===== config.mk =====
export PLATFORM = sky130hd
export DESIGN_NAME = rt_frame_timer
export DESIGN_NICKNAME = d
export VERILOG_FILES = /design/src/rtl/rt_timer_pkg.sv /design/src/rtl/rt_rst_sync.sv /design/src/rtl/rt_div_chain.sv /design/src/rtl/rt_task_sched.sv /design/src/rtl/rt_frame_timer.sv
export SDC_FILE = /design/constraint.sdc
export NUM_CORES = 1
export LEC_CHECK = 0
export BUFFER_PORTS_ARGS = -buffer_cell sky130_fd_sc_hd__buf_4
export CAP_MARGIN = 20
export CORE_MARGIN = 1
export CORE_UTILIZATION = 40
export CTS_BUF_LIST = sky130_fd_sc_hd__clkbuf_8
export CTS_CLUSTER_DIAMETER = 50
export DETAILED_ROUTE_END_ITERATION = 8
export HOLD_SLACK_MARGIN = 0.15
export SLEW_MARGIN = 15
export SYNTH_ARGS = -nofsm -noshare
export SYNTH_HDL_FRONTEND = slang
export SYNTH_SLANG_ARGS = --single-unit

===== constraint.sdc =====
create_clock -name clk_e -period 1.9 [get_ports clk_e]
set_input_delay 0.285 -clock clk_e [delete_from_list [all_inputs] [get_ports clk_e]]
set_output_delay 0.285 -clock clk_e [all_outputs]
set_load 0.02 [all_outputs]

===== src/rtl/rt_timer_pkg.sv =====
package rt_timer_pkg;
  // Default tap positions and scheduling periods.
  localparam int unsigned FRAME_TAP_D  = 9;
  localparam int unsigned IRQ_TAP_D    = 12;
  localparam int unsigned TASK_LEN_D   = 10;
  localparam int unsigned POT_EVERY_D  = 5;

  // Step of a wrapping modulo counter.
  function automatic logic [7:0] wrap_inc(input logic [7:0] v, input logic [7:0] last);
    return (v == last) ? 8'd0 : v + 8'd1;
  endfunction
endpackage


===== src/rtl/rt_rst_sync.sv =====
module rt_rst_sync (
  input  logic clk,
  input  logic rst_ni,
  output logic rst_sync_no
);
  logic stage0_q, stage1_q;

  always_ff @(posedge clk or negedge rst_ni) begin
    if (!rst_ni) begin
      stage0_q <= 1'b0;
      stage1_q <= 1'b0;
    end else begin
      stage0_q <= 1'b1;
      stage1_q <= stage0_q;
    end
  end

  assign rst_sync_no = stage1_q;
endmodule


===== src/rtl/rt_div_chain.sv =====
module rt_div_chain #(
  parameter int unsigned IRQ_TAP = rt_timer_pkg::IRQ_TAP_D,
  localparam int unsigned CNT_W  = IRQ_TAP + 1
) (
  input  logic             clk,
  input  logic             rst_ni,
  input  logic             clr,
  output logic [CNT_W-1:0] cnt_q,
  output logic             irq_evt
);
  logic [CNT_W-1:0] cnt_d;
  logic             cnt_en;

  // Next-state logic
  always_comb begin
    cnt_en = 1'b1;
    if (clr) cnt_d = '0;
    else     cnt_d = cnt_q + 1'b1;
  end

  // Interrupt edge: the low stages are all ones and the tap stage is about to set.
  assign irq_evt = !clr && (&cnt_q[IRQ_TAP-1:0]) && !cnt_q[IRQ_TAP];

  // Register
  always_ff @(posedge clk or negedge rst_ni) begin
    if (!rst_ni)     cnt_q <= '0;
    else if (cnt_en) cnt_q <= cnt_d;
  end

  // a raised clear leaves the divider at zero
  a_r3_clear_zero: assert property (@(posedge clk) disable iff (!rst_ni)
    clr |=> (cnt_q == '0));

  // free counting advances by exactly one, wrapping at the top
  a_r1_count_step: assert property (@(posedge clk) disable iff (!rst_ni)
    !clr |=> (cnt_q == CNT_W'($past(cnt_q) + 1'b1)));

  // an interrupt edge is followed by the tap stage being set
  a_r2_irq_tap_set: assert property (@(posedge clk) disable iff (!rst_ni)
    irq_evt |=> cnt_q[IRQ_TAP]);
endmodule


===== src/rtl/rt_task_sched.sv =====
module rt_task_sched #(
  parameter int unsigned TASK_LEN  = rt_timer_pkg::TASK_LEN_D,
  parameter int unsigned POT_EVERY = rt_timer_pkg::POT_EVERY_D,
  localparam int unsigned IDX_W    = $clog2(TASK_LEN)
) (
  input  logic             clk,
  input  logic             rst_ni,
  input  logic             irq_evt,
  output logic [IDX_W-1:0] idx_q,
  output logic             pot_due,
  output logic             sw_due
);
  localparam logic [7:0] LAST_IDX = 8'(TASK_LEN - 1);

  logic [IDX_W-1:0] idx_d;
  logic             seen_q, seen_d;
  logic [7:0]       idx_wide;

  // Next-state logic
  always_comb begin
    idx_wide = rt_timer_pkg::wrap_inc(8'(idx_q), LAST_IDX);
    idx_d    = idx_q;
    seen_d   = seen_q;
    if (irq_evt) begin
      idx_d  = idx_wide[IDX_W-1:0];
      seen_d = 1'b1;
    end
  end

  // Register
  always_ff @(posedge clk or negedge rst_ni) begin
    if (!rst_ni) begin
      idx_q  <= '0;
      seen_q <= 1'b0;
    end else begin
      idx_q  <= idx_d;
      seen_q <= seen_d;
    end
  end

  // Decodes
  assign sw_due  = seen_q && (idx_q == '0);
  assign pot_due = seen_q && ((32'(idx_q) % POT_EVERY) == 0);

  // interrupt edge steps the index with wrap
  a_r4_idx_step: assert property (@(posedge clk) disable iff (!rst_ni)
    irq_evt |=> (idx_q == (($past(idx_q) == IDX_W'(TASK_LEN - 1)) ? '0 : IDX_W'($past(idx_q) + 1'b1))));

  // index stays inside its range
  a_r4_idx_range: assert property (@(posedge clk) disable iff (!rst_ni)
    32'(idx_q) < TASK_LEN);

  // index holds between interrupt edges
  a_r8_idx_hold: assert property (@(posedge clk) disable iff (!rst_ni)
    !irq_evt |=> $stable(idx_q));

  // switch scan always comes with a potentiometer scan
  a_r6_sw_implies_pot: assert property (@(posedge clk) disable iff (!rst_ni)
    sw_due |-> pot_due);
endmodule


===== src/rtl/rt_frame_timer.sv =====
module rt_frame_timer #(
  parameter int unsigned FRAME_TAP = rt_timer_pkg::FRAME_TAP_D,
  parameter int unsigned IRQ_TAP   = rt_timer_pkg::IRQ_TAP_D,
  parameter int unsigned TASK_LEN  = rt_timer_pkg::TASK_LEN_D,
  parameter int unsigned POT_EVERY = rt_timer_pkg::POT_EVERY_D,
  localparam int unsigned CNT_W    = IRQ_TAP + 1,
  localparam int unsigned IDX_W    = $clog2(TASK_LEN)
) (
  input  logic             clk_e,
  input  logic             rst_n,
  input  logic             sw_clear,
  output logic             frame_clk,
  output logic             irq_n,
  output logic [IDX_W-1:0] task_idx,
  output logic             pot_scan_due,
  output logic             sw_scan_due
);
  logic             rst_sync_n;
  logic [CNT_W-1:0] cnt;
  logic             irq_evt;

  rt_rst_sync u_rst (
    .clk         (clk_e),
    .rst_ni      (rst_n),
    .rst_sync_no (rst_sync_n)
  );

  rt_div_chain #(.IRQ_TAP(IRQ_TAP)) u_div (
    .clk     (clk_e),
    .rst_ni  (rst_sync_n),
    .clr     (sw_clear),
    .cnt_q   (cnt),
    .irq_evt (irq_evt)
  );

  rt_task_sched #(.TASK_LEN(TASK_LEN), .POT_EVERY(POT_EVERY)) u_sched (
    .clk     (clk_e),
    .rst_ni  (rst_sync_n),
    .irq_evt (irq_evt),
    .idx_q   (task_idx),
    .pot_due (pot_scan_due),
    .sw_due  (sw_scan_due)
  );

  assign frame_clk = cnt[FRAME_TAP];
  assign irq_n     = ~cnt[IRQ_TAP];

  // interrupt request falls only on a counted interrupt edge
  a_r2_irq_fall_evt: assert property (@(posedge clk_e) disable iff (!rst_sync_n)
    $fell(irq_n) |-> $past(irq_evt));
endmodule


==> run_results.csv <==
group,metric,value,unit
placement,io_buffers,10,
routing,drc,0,
die,dieArea,0.00281,mm^2
finish,syn_to_final_growth,23.5,%
routing,wirelength,1870,um
finish,final_common_cell,"dfrtp_1",
placement,gp_congestion,0.715,
yosys,synth_warnings,0,
power_and_ir_drop,power,734,uW
clocking,htreeDepth,1,
setup_path,r2r-start,"u_div.cnt_q[0]",
yosys,ys_types,30,
finish,nNetsFinal,124,
setup_path,cp_data_arrival_time,1.72,ns
routing,wl_per_cell,12.9,um
routing,vias,751,
timing,rsz0062_at_grt,"true",
yosys,netlist_area,0.00104,mm^2
die,core-area,0.00248,mm^2
power_and_ir_drop,ir_drop,0.527,mV
clocking,clkSinkCount,20,
global_route,grt_overflow,0,
clocking,cts_made_buffers,3,
yosys,syn-num-nets,108,
global_route,grt_usage,0.156,
clocking,clock_path_buffers,2,
routing,first_pass_iters,4,
timing,finalCriticalPeriod,2.01,ns
power_and_ir_drop,power_density,572,mW/mm^2
clocking,cts-root-buf,"clkbuf_8",
timing,clock.fmax,498,MHz
clocking,cts_tree,"yes",
die,dieHeight,53.0,um
yosys,synth_cells,100,
finish,most-common-layout-cells,"dfrtp_1 (18), buf_4 (15), nor2_1 (12)",
timing,slew_violations,0,
timing,hold_viol,0,
routing,viasPerCell,5.18,
finish,diodes,0,
placement,placed_area,0.00120,mm^2
finish,drive_gt1_frac,0.278,
timing,skew,0.00164,ns
power_and_ir_drop,p_leak,0.000582,uW
setup_path,endpoint_kind,"primary output",
global_route,antenna_found_initial,0,
setup_path,r2r-end,"u_sched.idx_q[2]",
yosys,ys_seq_area_frac,0.481,
setup_path,crit_fanout,2,
timing,hold_slack,0.290,ns
flow_run,cap_violations,0,
setup_path,crit_end,"pot_scan_due",
yosys,postSynthAreaPerCell,10.4,um^2
setup_path,reg2reg_depth,5,
global_route,grt_pass1_wl,3170,um
die,io_pins,11,
timing,fin_ws,-0.109,ns
setup_path,critical_path_required,1.62,ns
setup_path,worstSetupPathType,"register to primary output",
clocking,cts.clk_slew.worst_paths,0.07,ns
timing,maxSlewHeadroom,0.536,
routing,drtIter0Drc,6,
outcome,violations,"setup timing",
timing,fin_crit_sh,1.06,
global_route,grt_pass1_vias,726,
die,rows,18,
finish,final_area,0.00128,mm^2
clocking,clkLatencyLatePin,0.25,ns
finish,utilization,0.518,
die,die_x,53.0,um
yosys,synth-seq-cells,20,
timing,worst_pin_slew,0.695,ns
worst_hold_path,min_path_type,"register to async pin",
setup_path,start_kind,"register",
routing,antenna_left,0,
setup_path,r2r_slack,0.32,ns
setup_path,critPathLaunch,"u_sched.idx_q[1]",
placement,place_ws,0.0273,ns
outcome,outcome,"finished, violations left",
die,initial_core_util,0.420,
timing,setup_viol,1,
global_route,grt_max_degree,19,
placement,dp_hpwl,1350,um
[logic make-up after synthesis]
family | count (synthesis) | share of synthesized area
compound gates | 11 | 0.0662
xor+xnor | 13 | 0.110
fa+ha+maj | 5 | 0.0602
buf+inv | 10 | 0.0577
flops | 20 | 0.481
mux | 1 | 0.0108
other cells | 1 | 0.00361
simple gates | 39 | 0.211
[layout make-up]
class | count | area, um^2
fill | 236 | 1190
multi-input combinational | 70 | 552
sequential | 20 | 503
timing repair buffer | 16 | 123
clock buffer | 3 | 41.3
tap | 30 | 37.5
inverter | 5 | 23.8
clock inverter | 1 | 3.75
[power breakdown]
group          internal [uW]  switching (uW)  total, uW
clock network            143             127        270
registers                433            12.1        445
logic                   9.11            9.98       19.1
total                    585             149        734
[stage by stage]
step	TNS (ns)	std cells
finish	-0.109	145
global route	-0.193	145
CTS	-0.128	145
detailed placement	0	139
global placement	0	139
floorplan	-0.140	100
[cell usage after synthesis, drive strengths merged]
master	n	area [um^2]
a2111oi	1	8.76
nand2	4	15.0
ha	5	62.6
dfrtp	20	500
o21ai	3	15.0
and2	1	6.26
nor3b	1	7.51
xnor2	3	26.3
a211oi	2	15.0
and4	4	37.5
nor2b	1	6.26
o31ai	2	15.0
inv	5	18.8
mux2	1	11.3
conb	1	3.75
nor3	2	10.0
clkbuf	1	3.75
nand3	6	35.0
a21oi	3	15.0
nor4bb	1	10.0
and3b	1	8.76
nand4	5	31.3
buf	4	37.5
xor2	10	87.6
nor2	12	45.0
or2	1	6.26
[critical path, stage by stage (launching register included)]
cell and delay [ns]:
dfrtp_2 0.43, inv_6 0.06, ha_4 0.12, inv_2 0.03, ha_4 0.22, o31ai_4 0.18, a211oi_2 0.11, nor3_2 0.16
buf_4 0.15
[registers in the layout, summed over array words and instances (netlist names)]
| signal | cells |
|---|---|
| u_sched.idx_q | 4 |
| u_rst.stage0_q | 1 |
| u_rst.rst_sync_no | 1 |
| u_sched.seen_q | 1 |
| u_div.cnt_q | 13 |
[what timing repair did]
action / CTS / global route
buffers inserted: 1 / 0
endpoints found under the hold margin: 2 / 0
pin swaps: 4 / 0
endpoints found under the setup margin: 1 / 1
resized for setup: 4 / 1
hold buffers: 1 / 0
[metal layers]
layer,wire length [um],track usage
met1,926,0.211
met2,894,0.251
met3,38,0.0259
met4,10,0.0526
met5,0,0
[how the worst min path moves through the flow]
stage / startpoint / end / slack [ns]
global route: sw_clear / u_div.cnt_q[0] / 0.32
floorplan: rst_n / u_rst.rst_sync_no / -0.01
CTS: sw_clear / u_div.cnt_q[0] / 0.32
global placement: rst_n / u_rst.stage0_q / 0.07
finish: u_rst.rst_sync_no / u_sched.idx_q[3] / 0.29
detailed placement: rst_n / u_rst.rst_sync_no / 0.07
No activity file was read; power rests on OpenSTA's default activity.
